[config.mk]
export PLATFORM = sky130hd
export DESIGN_NAME = nmi_cond_latch
export DESIGN_NICKNAME = d
export VERILOG_FILES = /design/src/rtl/nmi_cond_pkg.sv /design/src/rtl/nmi_pad_sync.sv /design/src/rtl/nmi_trig_detect.sv /design/src/rtl/nmi_req_latch.sv /design/src/rtl/nmi_cond_latch.sv
export SDC_FILE = /design/constraint.sdc
export NUM_CORES = 1
export LEC_CHECK = 0
export BUFFER_PORTS_ARGS = -buffer_cell sky130_fd_sc_hd__buf_2
export CAP_MARGIN = 30
export CORE_MARGIN = 4
export CORE_UTILIZATION = 30
export CTS_CLUSTER_DIAMETER = 100
export DETAILED_ROUTE_END_ITERATION = 8
export PLACE_DENSITY_LB_ADDON = 0.2
export RECOVER_POWER = 50
export SLEW_MARGIN = 20
export SYNTH_ARGS = -nofsm -noshare
export SYNTH_HDL_FRONTEND = slang
export SYNTH_SLANG_ARGS = --single-unit
[constraint.sdc]
create_clock -name clk -period 2.4 [get_ports clk]
set_input_delay 0.24 -clock clk [delete_from_list [all_inputs] [get_ports clk]]
set_output_delay 0.24 -clock clk [all_outputs]
set_load 0.005 [all_outputs]
[src/rtl/nmi_cond_pkg.sv]
package nmi_cond_pkg;
  // bit 0: edge-sensitive, bit 1: active-high
  typedef enum logic [1:0] {
    TRIG_LVL_LO    = 2'd0,
    TRIG_EDGE_FALL = 2'd1,
    TRIG_LVL_HI    = 2'd2,
    TRIG_EDGE_RISE = 2'd3
  } trig_mode_e;

  localparam int MODE_W = 2;
endpackage

[src/rtl/nmi_pad_sync.sv]
module nmi_pad_sync #(
  parameter int   STAGES = 2,
  parameter logic IDLE   = 1'b1
) (
  input  logic clk,
  input  logic rst,
  input  logic pad_i,
  output logic sync_o
);
  logic [STAGES-1:0] shreg_q;

  always_ff @(posedge clk) begin
    if (rst) shreg_q <= {STAGES{IDLE}};
    else     shreg_q <= {shreg_q[STAGES-2:0], pad_i};
  end

  assign sync_o = shreg_q[STAGES-1];
endmodule

[src/rtl/nmi_trig_detect.sv]
module nmi_trig_detect
  import nmi_cond_pkg::*;
(
  input  logic       clk,
  input  logic       rst,
  input  logic       sync_i,
  input  trig_mode_e mode_i,
  input  logic       mode_wr_i,
  output logic       event_o
);
  logic act_lvl;
  logic hist_q;

  // Fold polarity so that 1 always means "active".
  always_comb begin
    act_lvl = sync_i ^ ~mode_i[1];
    if (mode_i[0]) event_o = act_lvl & ~hist_q;
    else           event_o = act_lvl;
  end

  // History is forced to "active" on reset and on any mode write,
  // masking a polarity flip that would otherwise look like an edge.
  always_ff @(posedge clk) begin
    if (rst)            hist_q <= 1'b1;
    else if (mode_wr_i) hist_q <= 1'b1;
    else                hist_q <= act_lvl;
  end
endmodule

[src/rtl/nmi_req_latch.sv]
module nmi_req_latch (
  input  logic clk,
  input  logic rst,
  input  logic set_i,
  input  logic clr_i,
  output logic q_o
);
  always_ff @(posedge clk) begin
    if (rst)        q_o <= 1'b0;
    else if (set_i) q_o <= 1'b1;
    else if (clr_i) q_o <= 1'b0;
  end
endmodule

[src/rtl/nmi_cond_latch.sv]
module nmi_cond_latch
  import nmi_cond_pkg::*;
#(
  parameter int              ADDR_W      = 8,
  parameter int              DATA_W      = 32,
  parameter int              SYNC_STAGES = 2,
  parameter logic [ADDR_W-1:0] CTRL_ADDR = 8'h0C,
  parameter logic [ADDR_W-1:0] PEND_ADDR = 8'h10,
  parameter trig_mode_e      RST_MODE    = TRIG_LVL_LO
) (
  input  logic                 clk,
  input  logic                 rst,
  input  logic                 pad_i,
  input  logic                 reg_wr,
  input  logic [ADDR_W-1:0]    reg_addr,
  input  logic [MODE_W-1:0]    reg_wdata,
  output logic [DATA_W-1:0]    reg_rdata,
  output logic                 irq_o,
  output logic                 pend_o
);
  localparam int PAD_W = DATA_W - MODE_W;

  trig_mode_e mode_q;
  logic       pad_sync;
  logic       det_event;
  logic       latch_q;
  logic       ctrl_wr;
  logic       pend_clr;

  assign ctrl_wr  = reg_wr && (reg_addr == CTRL_ADDR);
  assign pend_clr = reg_wr && (reg_addr == PEND_ADDR) && reg_wdata[0];

  always_ff @(posedge clk) begin
    if (rst)          mode_q <= RST_MODE;
    else if (ctrl_wr) mode_q <= trig_mode_e'(reg_wdata);
  end

  nmi_pad_sync #(.STAGES(SYNC_STAGES), .IDLE(1'b1)) sync_i (
    .clk(clk), .rst(rst), .pad_i(pad_i), .sync_o(pad_sync)
  );

  nmi_trig_detect det_i (
    .clk(clk), .rst(rst), .sync_i(pad_sync), .mode_i(mode_q),
    .mode_wr_i(ctrl_wr), .event_o(det_event)
  );

  nmi_req_latch latch_i (
    .clk(clk), .rst(rst), .set_i(det_event), .clr_i(pend_clr), .q_o(latch_q)
  );

  always_ff @(posedge clk) begin
    if (rst)                        reg_rdata <= '0;
    else if (reg_addr == CTRL_ADDR) reg_rdata <= {{PAD_W{1'b0}}, mode_q};
    else if (reg_addr == PEND_ADDR) reg_rdata <= {{(DATA_W-1){1'b0}}, latch_q};
    else                            reg_rdata <= '0;
  end

  assign irq_o  = latch_q;
  assign pend_o = latch_q;
endmodule

# Word level (Yosys, flattened, before mapping)
# Cells that the tools add are included.
# word_totals
ff_bits	38
in_bits	14
output_inout_bits	34
elab_cells	23
# classes
eq_ne	2
muxes	5
reduce_logical	6
bitwise	4
# op_table
operator	count
$eq A8 B4 Y1 const B	1
$eq A8 B5 Y1 const B	1
$mux W1	4
$reduce_or A2 Y1	2
$logic_and A1 B1 Y1	3
$mux W2	1
$not A1 Y1	2
$reduce_bool A2 Y1	1
$and A1 B1 Y1	1
$xor A1 B1 Y1	1

# Longest topological paths before layout
# logic_depth
word_depth	5
ltp_mapped	3
mapped_depth_nobuf	3

# Hierarchy
# Synthesis repeated with hierarchy kept, for this count alone.
# unflattened
cells_unflattened	67
hier_area_um2	584.3
# by_module_without_submodules
module	area_each_um2	seq_area_each_um2	n_inst	cells_each
nmi_cond_latch	451.7	80.1	1	54
nmi_pad_sync	52.6	40.0	1	4
nmi_trig_detect	41.3	20.0	1	5
nmi_req_latch	38.8	20.0	1	4

# Worst setup path before layout
# No wires, ideal clock.
# synth_timing
kind	input port to flip-flop
start	in reg_addr[7]
end	reg latch_i.q_o
cell_stages	3
t_arrival_ns	1.006
setup_ns	0.140
required_time_ns	2.260
slack_ns	1.254
n_path_buf	0
cell_sequence	or4_4 -> a211oi_2 -> a311oi_1
# synth_between
elab_chain_cells	4
# synth_lines
element	line_no	source
start: declaration	nmi_cond_latch.sv:15	input logic [ADDR_W-1:0] reg_addr,
$eq A8 B5 Y1	nmi_cond_latch.sv:31	assign pend_clr = reg_wr && (reg_addr == PEND_ADDR) && reg_wdata[0];
$logic_and A1 B1 Y1 (2 in series)	nmi_cond_latch.sv:31	
$reduce_bool A2 Y1 (no source line)	--	
end signal: assignment	nmi_req_latch.sv:9	if (rst) q_o <= 1'b0;
end signal: assignment	nmi_req_latch.sv:10	else if (set_i) q_o <= 1'b1;
end signal: assignment	nmi_req_latch.sv:11	else if (clr_i) q_o <= 1'b0;
end: declaration	nmi_req_latch.sv:6	output logic q_o
# No other way between the ends.
# A chain may end at the register's enable or synchronous reset.

# Worst setup path after layout
# Same ends and word-level chain as after synthesis.

==> flow_metrics.tcl <==
set metrics [dict create \
    ir_drop_mv 0.272 \
    place_worst_setup_slack_ns 1.11 \
    placed_instances 104 \
    drt-initial-drc-count 1 \
    clock-sinks 8 \
    mostFrequentLayoutCells "sky130_fd_sc_hd__conb_1, sky130_fd_sc_hd__buf_2, sky130_fd_sc_hd__dfxtp_1, sky130_fd_sc_hd__nand2b_1, sky130_fd_sc_hd__clkbuf_4" \
    track_usage 0.0621 \
    die_span_y_um 51.9 \
    fraction_of_layout_instances_using_a_drive_strength_above_1 0.280 \
    final-instance-count-excl-fill 107 \
    worstSetupEndpointType "register" \
    post-cts-setup-buffer-count 0 \
    max_cap_viol_count 0 \
    finalHoldViolations 0 \
    place.port_buffers 17 \
    globalRoute.totalOverflow 0 \
    powerDensity_nw_per_um2 475 \
    ant_nets 0 \
    worst-path-max-fanout 3 \
    hold_buffers 0 \
    floorplan.core_area_um2 1780 \
    grt_first_pass_wirelength_mm 1.23 \
    synth.ff_latch_count 8 \
    cts_inserted_buffers 3 \
    synth_cells 65 \
    drt-wirelength-per-cell_um 8.55 \
    setup_viol 0 \
    worstRegToRegCells 3 \
    fin_crit_ns 1.07 \
    slew_violations 0 \
    synth_area_per_cell_um2 8.89 \
    drcViolationCount 0 \
    run_status "complete, no violations" \
    layout.cells.most_common "sky130_fd_sc_hd__conb_1" \
    die_x_um 51.9 \
    cts.htree.levels 1 \
    final.hold.worst_slack_ns 0.171 \
    finalNetCount 98 \
    fin_ws_ns 1.33 \
    sequential_cell_area_fraction_in_the_yosys_report 0.277 \
    rsz_0062_raised_after_global_routing "no" \
    worst_clock_skew_ns 0.00196 \
    dp_hpwl_um 793 \
    first_global_vias 305 \
    detail_route.vias_per_cell 3.61 \
    postSynth.topFlopCell "sky130_fd_sc_hd__dfxtp_1" \
    relative_area_change_from_synthesis_to_final_layout_pct 0.217 \
    num_antenna_cells 0 \
    post-route-period-util 0.447 \
    synth-async-reset-ratio 0 \
    clk-insertion-delay-late_ns 0.25 \
    max_freq_mhz 932 \
    finalSetupTns_ns 0 \
    initial_utilization 0.324 \
    worst_setup_path_start_kind "primary input" \
    maximum_number_of_pins_on_one_net_before_global_route_repair 11 \
    clockBufferDepth 2 \
    root_buf_cell "sky130_fd_sc_hd__clkbuf_4" \
    tritoncts "built" \
    clkSlewWorstSetupHoldPaths_ns 0.05 \
    yosysWarnings 0 \
    cts_resized 0 \
    die-area_um2 2690 \
    final_cell_area_um2 579 \
    worstHoldPathType "primary input to register" \
    placed_cell_area_um2 567 \
    via_count 386 \
    synth_enable_flop_cells 0 \
    initial_antenna_violation_count 0 \
    total_leakage_power_uw 0.000289 \
    synth_area_um2 578 \
    detail_route.first_pass.iterations 2 \
    worstHoldPathCells 2 \
    timing.critical_path.arrival_ns 1.18 \
    crit_required_ns 2.51 \
    criticalPathCategory "primary input to register" \
    synth_cell_types 21 \
    gpl.final_weighted_congestion 0.739 \
    design.portCount 48 \
    placement_rows 15 \
    postRouteWirelength_um 915 \
]
## worst max-delay path, stage by stage
cell and delay, ns:
sky130_fd_sc_hd__buf_2 0.10, sky130_fd_sc_hd__or4_1 0.57, sky130_fd_sc_hd__a211oi_2 0.16, sky130_fd_sc_hd__a311oi_1 0.11
## power by group
group          internal [uW]  total (uW)  switching, uW
logic                   14.3        36.5           22.2
clock network           57.1         101           43.5
registers                137         138           1.63
total                    208         275           67.4
## cell type report
type	count	area, um^2
inverters	1	3.75
flip-flops and latches	8	160
fillers	198	1200
clock buffers	3	22.5
multi-input cells	53	278
well taps	25	31.3
repair buffers	17	83.8
## cells in the mapped netlist (2+ instances only)
library cell | number | share of area
sky130_fd_sc_hd__dfxtp_1 | 8 | 0.28
sky130_fd_sc_hd__buf_4 | 31 | 0.40
sky130_fd_sc_hd__mux2i_1 | 2 | 0.035
sky130_fd_sc_hd__nand2b_1 | 4 | 0.043
sky130_fd_sc_hd__or2_2 | 2 | 0.022
sky130_fd_sc_hd__nor3_1 | 2 | 0.017
sky130_fd_sc_hd__nand2_1 | 2 | 0.013
## cell families after synthesis
group / share of synthesized area
xor gates and xnor gates: 0.0152
DFF: 0.277
AOI/OAI and AO/OA: 0.0584
muxes: 0.0346
buffers and inverters: 0.416
and+or+nand+nor: 0.193
other: 0.00649
## metrics by stage
step | total power, uW | utilization
floorplan | 199 | -
global placement | 177 | 0.318
detailed placement | 177 | 0.318
CTS | 281 | 0.331
global route | 295 | 0.325
finish | 275 | 0.325
## sequential cells by signal, summed over array words and instances (netlist names)
name,flops
mode_q,2
reg_rdata,2
sync_i.shreg_q,2
det_i.hist_q,1
latch_i.q_o,1
## final timing paths
kind	end	start	slack, ns
worst max-delay path	latch_i.q_o	reg_addr[7]	1.33
worst min-delay path	sync_i.shreg_q[0]	pad_i	0.17
worst max register to register	latch_i.q_o	mode_q[1]	1.33
worst min register to register	sync_i.shreg_q[1]	sync_i.shreg_q[0]	0.41
## routing by layer
| layer | GRT usage | vias up | routed length (um) |
|---|---|---|---|
| li1 | - | 189 | - |
| met1 | 0.0781 | 169 | 364 |
| met2 | 0.0921 | 28 | 418 |
| met3 | 0.0430 | 0 | 132 |
| met4 | 0 | 0 | 0 |
| met5 | 0 | - | 0 |
Power figures use the tool's default switching activity.
